[src/rtl/uart_tx_pkg.sv]
package uart_tx_pkg;
  typedef enum logic [1:0] {
    PAR_NONE  = 2'b00,
    PAR_EVEN  = 2'b01,
    PAR_ODD   = 2'b10,
    PAR_NONE2 = 2'b11
  } par_mode_t;

  typedef enum logic [2:0] {
    ST_IDLE   = 3'd0,
    ST_START  = 3'd1,
    ST_DATA   = 3'd2,
    ST_PARITY = 3'd3,
    ST_STOP   = 3'd4
  } tx_state_t;
endpackage

[src/rtl/uart_tx_tick.sv]
module uart_tx_tick #(
  parameter int BIT_DIV = 16
) (
  input  logic clk,
  input  logic rst,
  input  logic restart,
  output logic tick
);
  localparam int CW = (BIT_DIV > 1) ? $clog2(BIT_DIV) : 1;
  localparam logic [CW-1:0] LAST = CW'(BIT_DIV - 1);

  logic [CW-1:0] cnt;

  always_ff @(posedge clk) begin
    if (rst || restart) cnt <= '0;
    else if (cnt == LAST) cnt <= '0;
    else cnt <= cnt + 1'b1;
  end

  assign tick = (cnt == LAST);
endmodule

[src/rtl/uart_tx_parity.sv]
module uart_tx_parity
  import uart_tx_pkg::*;
#(
  parameter int DATA_W = 8
) (
  input  logic [DATA_W-1:0] data,
  input  logic [1:0]        mode,
  output logic              par_bit,
  output logic              par_on
);
  logic ones_odd;
  assign ones_odd = ^data;

  always_comb begin
    par_bit = 1'b0;
    par_on  = 1'b0;
    case (par_mode_t'(mode))
      PAR_EVEN: begin par_on = 1'b1; par_bit = ones_odd;  end
      PAR_ODD:  begin par_on = 1'b1; par_bit = ~ones_odd; end
      default:  begin par_on = 1'b0; par_bit = 1'b0;      end
    endcase
  end
endmodule

[src/rtl/uart_tx_fsm.sv]
module uart_tx_fsm
  import uart_tx_pkg::*;
#(
  parameter int DATA_W    = 8,
  parameter bit ALLOW_B2B = 1'b1
) (
  input  logic              clk,
  input  logic              rst,
  input  logic              tick,
  input  logic              in_valid,
  input  logic [DATA_W-1:0] in_data,
  input  logic              par_bit,
  input  logic              par_on,
  input  logic              two_stop,
  output logic              in_ready,
  output logic              take,
  output logic              tx,
  output logic              busy
);
  localparam int BW = (DATA_W > 1) ? $clog2(DATA_W) : 1;
  localparam logic [BW-1:0] LAST_BIT = BW'(DATA_W - 1);

  tx_state_t         st;
  logic [DATA_W-1:0] sh;
  logic [BW-1:0]     bcnt;
  logic              scnt;
  logic              par_q;
  logic              paron_q;
  logic              two_q;
  logic              txd;
  logic              last_stop;

  assign last_stop = (scnt == two_q);
  assign in_ready  = (st == ST_IDLE) ||
                     (ALLOW_B2B && (st == ST_STOP) && tick && last_stop);
  assign take      = in_valid && in_ready;
  assign tx        = txd;
  assign busy      = (st != ST_IDLE);

  always_ff @(posedge clk) begin
    if (rst) begin
      st      <= ST_IDLE;
      txd     <= 1'b1;
      sh      <= '0;
      bcnt    <= '0;
      scnt    <= 1'b0;
      par_q   <= 1'b0;
      paron_q <= 1'b0;
      two_q   <= 1'b0;
    end else begin
      case (st)
        ST_IDLE: begin
          txd <= 1'b1;
          if (take) begin
            st      <= ST_START;
            txd     <= 1'b0;
            sh      <= in_data;
            par_q   <= par_bit;
            paron_q <= par_on;
            two_q   <= two_stop;
          end
        end
        ST_START: begin
          if (tick) begin
            st   <= ST_DATA;
            txd  <= sh[0];
            sh   <= sh >> 1;
            bcnt <= '0;
          end
        end
        ST_DATA: begin
          if (tick) begin
            if (bcnt == LAST_BIT) begin
              if (paron_q) begin
                st  <= ST_PARITY;
                txd <= par_q;
              end else begin
                st   <= ST_STOP;
                txd  <= 1'b1;
                scnt <= 1'b0;
              end
            end else begin
              txd  <= sh[0];
              sh   <= sh >> 1;
              bcnt <= bcnt + 1'b1;
            end
          end
        end
        ST_PARITY: begin
          if (tick) begin
            st   <= ST_STOP;
            txd  <= 1'b1;
            scnt <= 1'b0;
          end
        end
        ST_STOP: begin
          if (tick) begin
            if (last_stop) begin
              if (take) begin
                st      <= ST_START;
                txd     <= 1'b0;
                sh      <= in_data;
                par_q   <= par_bit;
                paron_q <= par_on;
                two_q   <= two_stop;
              end else begin
                st  <= ST_IDLE;
                txd <= 1'b1;
              end
            end else begin
              scnt <= 1'b1;
            end
          end
        end
        default: begin
          st  <= ST_IDLE;
          txd <= 1'b1;
        end
      endcase
    end
  end
endmodule

[src/rtl/uart_tx.sv]
module uart_tx #(
  parameter int DATA_W    = 8,
  parameter int BIT_DIV   = 16,
  parameter bit ALLOW_B2B = 1'b1
) (
  input  logic              clk,
  input  logic              rst,
  input  logic              in_valid,
  output logic              in_ready,
  input  logic [DATA_W-1:0] in_data,
  input  logic [1:0]        cfg_parity,
  input  logic              cfg_two_stop,
  output logic              tx_o,
  output logic              busy
);
  logic bit_tick;
  logic take;
  logic restart;
  logic par_bit;
  logic par_on;

  assign restart = take && !busy;

  uart_tx_tick #(.BIT_DIV(BIT_DIV)) u_tick (
    .clk     (clk),
    .rst     (rst),
    .restart (restart),
    .tick    (bit_tick)
  );

  uart_tx_parity #(.DATA_W(DATA_W)) u_par (
    .data    (in_data),
    .mode    (cfg_parity),
    .par_bit (par_bit),
    .par_on  (par_on)
  );

  uart_tx_fsm #(.DATA_W(DATA_W), .ALLOW_B2B(ALLOW_B2B)) u_fsm (
    .clk      (clk),
    .rst      (rst),
    .tick     (bit_tick),
    .in_valid (in_valid),
    .in_data  (in_data),
    .par_bit  (par_bit),
    .par_on   (par_on),
    .two_stop (cfg_two_stop),
    .in_ready (in_ready),
    .take     (take),
    .tx       (tx_o),
    .busy     (busy)
  );
endmodule

[config.mk]
export PLATFORM = sky130hd
export DESIGN_NAME = uart_tx
export DESIGN_NICKNAME = d
export VERILOG_FILES = /design/src/rtl/uart_tx_pkg.sv /design/src/rtl/uart_tx_tick.sv /design/src/rtl/uart_tx_parity.sv /design/src/rtl/uart_tx_fsm.sv /design/src/rtl/uart_tx.sv
export SDC_FILE = /design/constraint.sdc
export NUM_CORES = 1
export LEC_CHECK = 0
export ABC_AREA = 1
export ABC_CLOCK_PERIOD_IN_PS = 1800
export BUFFER_PORTS_ARGS = -buffer_cell sky130_fd_sc_hd__buf_2
export CORE_ASPECT_RATIO = 0.8
export CORE_MARGIN = 1
export CORE_UTILIZATION = 40
export CTS_CLUSTER_DIAMETER = 120
export DETAILED_ROUTE_END_ITERATION = 6
export GPL_ROUTABILITY_DRIVEN = 0
export PLACE_DENSITY = 0.62
export SETUP_SLACK_MARGIN = 0.15
export SYNTH_ARGS = -nofsm -noshare
export SYNTH_HDL_FRONTEND = slang
export SYNTH_HIERARCHICAL = 1
export SYNTH_SLANG_ARGS = --single-unit
export TNS_END_PERCENT = 30
[constraint.sdc]
create_clock -name clk -period 1.8 [get_ports clk]
set_clock_uncertainty 0.1 [all_clocks]
set_input_delay 0 -clock clk [delete_from_list [all_inputs] [get_ports clk]]
set_output_delay 0 -clock clk [all_outputs]
set_load 0.1 [all_outputs]
==> results by group, run 1 <==
Worst hold path
  – Hold Path Origin: in_data[7]
  – Hold depth: 5
  – Worst hold path endpoint: u_fsm/sh[7]
  – Min-delay worst type: primary input to flip-flop

Clocking
  – Sink Count: 23
  – CTS root buffer: clkbuf_8
  – CTS Buffer Depth: 2
  – CTS tree: built
  – Clock slew at reported path FFs: 80 ps
  – Inserted Clock Buffers: 3
  – Skew-Pair Late Insertion Delay: 270 ps
  – H-tree Lvls: 1

Die
  – Die width: 72.4 um
  – DIE AREA: 4230 um^2
  – Core area: 3800 um^2
  – Die H: 58.4 um
  – Initial Utilization: 41.7%
  – Rows: 20
  – I/O pins: 17

Logic synthesis
  – Synthesized cell area: 1590 um^2
  – Mean Syn Cell Area: 6.23 um^2
  – Seq cells post-synth: 23
  – Synth warnings: 6
  – Post-Syn Instances: 255
  – Net count after synthesis: 274
  – EDFF count, synth: 0
  – Synth async-reset ratio: 0%
  – Post-synthesis sequential area ratio: 29.0%
  – Predominant post-synthesis flop cell: dfxtp_1
  – Synth cell types: 25

Placement
  – DP Area: 1780 um^2
  – # port buffers: 16
  – Worst slack, placed: -0.271 ps
  – Hpwl dp: 2610 um

Timing
  – Slew @ Worst Pin: 483 ps
  – Setup repair after global routing missed its margin: yes
  – Final hold violation count: 0
  – WHS: 25.4 ps
  – Max-slew headroom: 68.0%
  – Final slew viol count: 0
  – Min cycle time layout: 1600 ps
  – Setup violators final: 0
  – Crit share post-route: 88.6%
  – Final setup margin: 205 ps
  – F_max: 627 MHz

Critical path
  – Reg2reg start: u_tick/cnt[1]
  – CP startpoint kind: flip-flop
  – Setup slack, reg-to-reg: 200 ps
  – R2r endpoint: u_fsm/sh[2]
  – Critical Path AT: 1670 ps
  – Worst Path Max Fanout: 8
  – CP max stage cell: dfxtp_4
  – Critical setup path kind: flip-flop to flip-flop
  – Cell mode on critical path: nand3_4
  – CP Capture Type: flip-flop
  – Req. time, crit path: 1870 ps
  – Cell chain of the critical path: ha_4 -> nand3_4 -> inv_2 -> inv_2 -> nand3_4 -> nand3_4 -> nor2_4 -> buf_12 -> nand3_1 -> nand2_1 -> nor2_1
  – Reg2Reg Depth: 11
  – Worst path max stage delay: 370 ps

Run
  – Total of max-cap violations: 0

Drt
  – Final ANT Viol Nets: 0
  – Vias/cell: 4.68
  – Initial DRC Count: 82
  – Drt pass-1 iters: 4
  – WL per Instance: 10.2 um
  – Drt drc: 0
  – Via count: 1596
  – Total Wirelength: 3460 um

Global routing
  – Grt ovf: 0
  – First-pass GRT wire length: 5810 um
  – Number of global-route vias before repair: 1311
  – Initial antenna violation count: 0
  – Largest net degree at the start of global routing: 17
  – Total global-route track usage: 17.6%

Layout
  – Share of layout cells above drive strength 1: 25.5%
  – Commonest non-fill, non-tap cell in the layout: nand2_1
  – Most frequent cells in the layout: nand2_1 (90), inv_1 (30), nor2_1 (19)
  – Final nets: 306
  – ANT cells: 0
  – Cell area after layout: 2010 um^2
  – Area growth from synthesis to layout: 26.6%

Power and ir drop
  – P per Cell Area: 1510 nW/um^2
  – Max rail drop VDD: 0.000529 V
  – Leak pwr: 0.00101 uW

Status
  – Outcome: completed
==> worst max path at each step <==
stage | cells after the start | endpoint | from
after CTS | 8 | in_ready | u_tick/cnt[0]
after global routing | 11 | u_fsm/sh[1] | u_tick/cnt[1]
after floorplan | 11 | u_fsm/sh[5] | u_tick/cnt[0]
after detailed placement | 10 | u_fsm/sh[0] | u_tick/cnt[1]
after global placement | 10 | u_fsm/sh[4] | u_tick/cnt[1]
final | 11 | u_fsm/sh[2] | u_tick/cnt[1]
==> kinds of logic (layout without fill, tap and decap cells) <==
group | after synthesis | in the layout | share of synthesized area [%]
adders and majority gates | 5 | 5 | 3.94
xor gates and xnor gates | 1 | 1 | 0.552
buffers and inverters | 43 | 74 | 12.3
DFF | 23 | 23 | 29.0
and+or+nand+nor | 149 | 149 | 42.4
AOI/OAI and AO/OA | 34 | 34 | 11.8
==> timing repair <==
action	in CTS	in global routing
cloned	0	1
pin swaps	3	8
resized for setup	5	23
setup buffers	1	3
setup endpoints to repair	17	24
hold buffers	2	0
endpoints found under the hold margin	7	0
==> sequential cells by signal, indices dropped and copies added (netlist names) <==
name / flops
u_fsm/bcnt: 3
u_fsm/par_q: 1
u_fsm/paron_q: 1
u_fsm/scnt: 1
u_fsm/sh: 8
u_fsm/st: 3
u_fsm/two_q: 1
u_fsm/tx: 1
u_tick/cnt: 4
==> power by group <==
| part | internal (uW) | switching (uW) | leakage [uW] |
|---|---|---|---|
| Combinational | 718 | 1190 | 0.000791 |
| Clock | 158 | 167 | 0.0000228 |
| Sequential | 673 | 119 | 0.000192 |
| Total | 1550 | 1480 | 0.00101 |
==> per-layer routing <==
metal / vias to the layer above / track usage, % / wire, um
li1: 865 / - / -
met1: 704 / 25.1 / 1740
met2: 23 / 27.0 / 1510
met3: 4 / 3.77 / 169
met4: 0 / 5.04 / 43
met5: - / 0 / 0
==> critical path: cells and delay by family, from the launching register on <==
kind | cells | cell delay (ps)
simple gates | 7 | 630
flops | 1 | 370
buf+inv | 3 | 260
fa+ha+maj | 1 | 140
==> through the flow <==
step	TNS (ps)	power [uW]	std cells	utilization, %
final	0	3030	341	52.9
after global routing	0	3270	341	52.9
after CTS	0	2870	337	49.3
after detailed placement	-0.271	2440	330	46.8
after global placement	0	2430	330	46.8
after floorplan	0	2140	255	-
==> cell type report <==
cell class	count	area, um^2
Tap cell	55	68.8
Inverter	38	145
Sequential cell	23	470
Timing Repair Buffer	32	250
Fill cell	395	1790
Multi-Input combinational cell	189	1030
Clock buffer	4	45.0
==> cell usage after synthesis, types with 2 or more instances <==
cell / instances / share of area (%)
nand4_1: 2 / 0.79
a21oi_1: 19 / 6.0
nand2_1: 91 / 22
nand3_1: 19 / 6.0
o21ai_0: 11 / 3.5
nor2_1: 21 / 5.0
nor2_4: 2 / 1.4
nand3_2: 3 / 1.9
nor2_2: 2 / 0.79
inv_2: 3 / 0.71
inv_1: 35 / 8.3
ha_1: 5 / 3.9
buf_6: 3 / 2.1
nand2_2: 5 / 2.0
dfxtp_1: 23 / 29
nand2_4: 2 / 1.4
Note: power is estimated with default switching activity, not from simulation.
==> inputs of run 2 (changes only) <==
==> constraint.sdc (replaced) <==
create_clock -name clk -period 1.8 [get_ports clk]
set_clock_uncertainty 0.1 [all_clocks]
set_input_delay 0.36 -clock clk [delete_from_list [all_inputs] [get_ports clk]]
set_output_delay 0.36 -clock clk [all_outputs]
set_load 0.1 [all_outputs]
==> run 2 against run 1 <==
Compared with the run above: sequential power is 0.9% lower; via count is 0.56% lower; flip-flop and latch count stayed put; maximum frequency is 14% lower; non-clock buffer count is 5 higher; clock-buffer cell count stayed put; the flow now finishes with violations (setup timing); power is 5.4% higher; worst hold slack better by 230 ps.
==> results by group, run 2 (same netlist as run 1, synthesis figures left out) <==
Placement
  – Placed insts: 329 (-0.30%)
  – DP Area: 1830 um^2 (+2.5%)
  – Hpwl dp: 2590 um (-0.46%)
  – # port buffers: 16 (unchanged)
  – Worst slack, placed: 44.2 ps (+44.5 ps)

Critical path
  – Critical Path AT: 1400 ps (-270 ps)
  – Cell chain of the critical path: ha_4 -> nand3_4 -> inv_4 -> inv_4 -> nand3_4 -> nand2_2 -> nor2_4 -> buf_12
  – Critical setup path kind: flip-flop to primary output
  – Worst path max stage delay: 360 ps (about the same)
  – Cell family with most CP delay: flip-flops
  – Reg2Reg Depth: 13 (+2)
  – CP endpoint: in_ready
  – WP buf/inv: 3 (unchanged)
  – CP startpoint: u_tick/cnt[1]
  – CP Capture Type: primary output
  – Req. time, crit path: 1340 ps (-530 ps)
  – Setup slack, reg-to-reg: 50 ps (-150 ps)
  – R2r endpoint: u_fsm/sh[0]
  – WP depth: 8 (-3)
  – CP startpoint kind: flip-flop
  – CP max stage cell: dfxtp_2
  – Worst Path Max Fanout: 2 (-6)
  – Reg2reg start: u_tick/cnt[1]

Timing
  – TNS Setup: -59.3 ps (-59.3 ps)
  – F_max: 538 MHz (-14%)
  – Setup repair after global routing missed its margin: yes
  – WHS: 251 ps (+226 ps)
  – Max-slew headroom: 68.1% (+0.092 points)
  – Setup violators final: 1 (+1)
  – Crit share post-route: 103% (+15 points)
  – Slew @ Worst Pin: 482 ps (-1.39 ps)
  – Final slew viol count: 0 (unchanged)
  – Final setup margin: -59.3 ps (-264 ps)
  – Final hold violation count: 0 (unchanged)
  – Min cycle time layout: 1860 ps (+264 ps)

Layout
  – Register Area: 469 um^2 (-0.27%)
  – Max FFs per register: 8 (unchanged)
  – ANT cells: 0 (unchanged)
  – Area taken by multi-input logic gates: 1010 um^2 (-2.1%)
  – Cell area after layout: 2050 um^2 (+1.9%)
  – Largest registers: u_fsm/sh x8, u_tick/cnt x4
  – Most frequent cells in the layout: nand2_1 (88), inv_1 (31)
  – Commonest non-fill, non-tap cell in the layout: nand2_1
  – Final nets: 311 (+1.6%)
  – Area growth from synthesis to layout: 29.0%
  – Register with the most flip-flops: u_fsm/sh
  – Filler cell count: 389 (-1.5%)
  – Share of layout cells above drive strength 1: 26.8% (+1.3 points)
  – Post-Layout Cell Count: 346 (+1.5%)

Run
  – Total of max-cap violations: 0 (unchanged)

Power and ir drop
  – Sw frac: 47.5% (-1.3 points)
  – Logic pwr share: 65.0% (+1.9 points)
  – Clock power share: 10.4% (-0.3 points)
  – Switch Pwr: 1510 uW (+2.6%)
  – Leak pwr: 0.00105 uW (+4.1%)
  – Cell Int Power: 1680 uW (+8.2%)
  – P per Cell Area: 1560 nW/um^2 (+3.5%)
  – Max rail drop VDD: 0.000710 V (+34%)
  – Sequential Power Share: 24.6% (-1.6 points)

Drt
  – Total Wirelength: 3560 um (+2.8%)
  – Vias/cell: 4.59 (-2.0%)
  – WL per Instance: 10.3 um (+1.3%)
  – Drt drc: 0 (unchanged)
  – Via count: 1587 (-0.56%)
  – Drt pass-1 iters: 4 (unchanged)
  – Final ANT Viol Nets: 0 (unchanged)
  – Initial DRC Count: 103 (+26%)

Die
  – Initial Utilization: 41.7% (unchanged)
  – Core area: 3800 um^2 (unchanged)
  – Die H: 58.4 um (unchanged)
  – I/O pins: 17 (unchanged)
  – DIE AREA: 4230 um^2 (unchanged)
  – Rows: 20 (unchanged)
  – Die width: 72.4 um (unchanged)

Clocking
  – H-tree Lvls: 1 (unchanged)
  – Skew-Pair Late Insertion Delay: 270 ps (about the same)
  – CTS Buffer Depth: 2 (unchanged)
  – CTS root buffer: clkbuf_8
  – Clock slew at reported path FFs: 80 ps (about the same)
  – Inserted Clock Buffers: 3 (unchanged)
  – CTS tree: built
  – Sink Count: 23 (unchanged)

Global routing
  – Number of global-route vias before repair: 1341 (+2.3%)
  – Total global-route track usage: 18.3% (+0.67 points)
  – Grt ovf: 0 (unchanged)
  – First-pass GRT wire length: 6050 um (+4.2%)
  – Initial antenna violation count: 0 (unchanged)
  – Largest net degree at the start of global routing: 17 (unchanged)

Worst hold path
  – Min-delay worst type: primary input to flip-flop

Status
  – Outcome: finished, violations left
  – Violated checks: setup timing
-- run 2: cell types whose count changed in the layout (fill, tap and decap cells not counted), moves of 2 or more --
| cell | delta |
|---|---|
| nand3_4 | -2 |
| nand2_2 | +2 |
| buf_6 | +4 |
| dlygate4sd3_1 | -2 |
| nand2_1 | -2 |
| buf_12 | +2 |
| inv_2 | -2 |
| buf_4 | +3 |
-- run 2: cell type report --
type / count / share of cell area [%]
Inverter: 38 / 7.21
Clock buffer: 4 / 2.20
Multi-Input combinational cell: 189 / 49.3
Tap cell: 55 / 3.36
Timing Repair Buffer: 37 / 15.0
Sequential cell: 23 / 22.9
-- run 2: per-stage QoR --
stage               utilization [%]  power [uW]
global route                   53.8        3440
detailed placement             48.0        2560
floorplan                         -        2160
global placement               48.0        2560
finish                         53.8        3190
CTS                            52.7        3150
-- run 2: layer usage --
metal  global-route usage, %  routed length, um
met1                    25.6               1870
met2                    29.2               1520
met3                    3.60                142
met4                    4.20                 25
met5                       0                  0
-- run 2: worst min-delay path by stage --
| stage | cells past startpoint | to | from |
|---|---|---|---|
| floorplan | 1 | u_fsm/bcnt[1] | rst |
| global placement | 1 | u_tick/cnt[0] | u_tick/cnt[0] |
| detailed placement | 1 | u_tick/cnt[0] | u_tick/cnt[0] |
| CTS | 2 | u_fsm/st[1] | rst |
| global route | 2 | u_fsm/st[0] | rst |
| finish | 2 | u_fsm/st[1] | rst |
-- run 2: worst register-to-register path: stages, from the launching register on --
cell and delay, ps:
dfxtp_2 360, ha_4 150, nand3_4 90, inv_4 80
inv_4 40, nand3_4 50, buf_4 110, buf_6 100
nand3_1 110, nor2_4 120, buf_12 150, nand3_1 70
nand2_1 70, nor2_1 50
-- run 2: timing repair --
| item | CTS | global route |
|---|---|---|
| resized for setup | 12 | 10 |
| endpoints found under the setup margin | 14 | 24 |
| setup buffers | 11 | 2 |
| pin swaps | 8 | 6 |
| hold buffers | 0 | 0 |
-- run 2: power groups by stage --
stage / combinational [uW] / clock, uW / sequential [uW]
floorplan: 1330 / 0 / 825
global placement: 1770 / 0 / 791
detailed placement: 1780 / 0 / 789
CTS: 2030 / 347 / 778
global route: 2280 / 365 / 798
finish: 2070 / 332 / 785
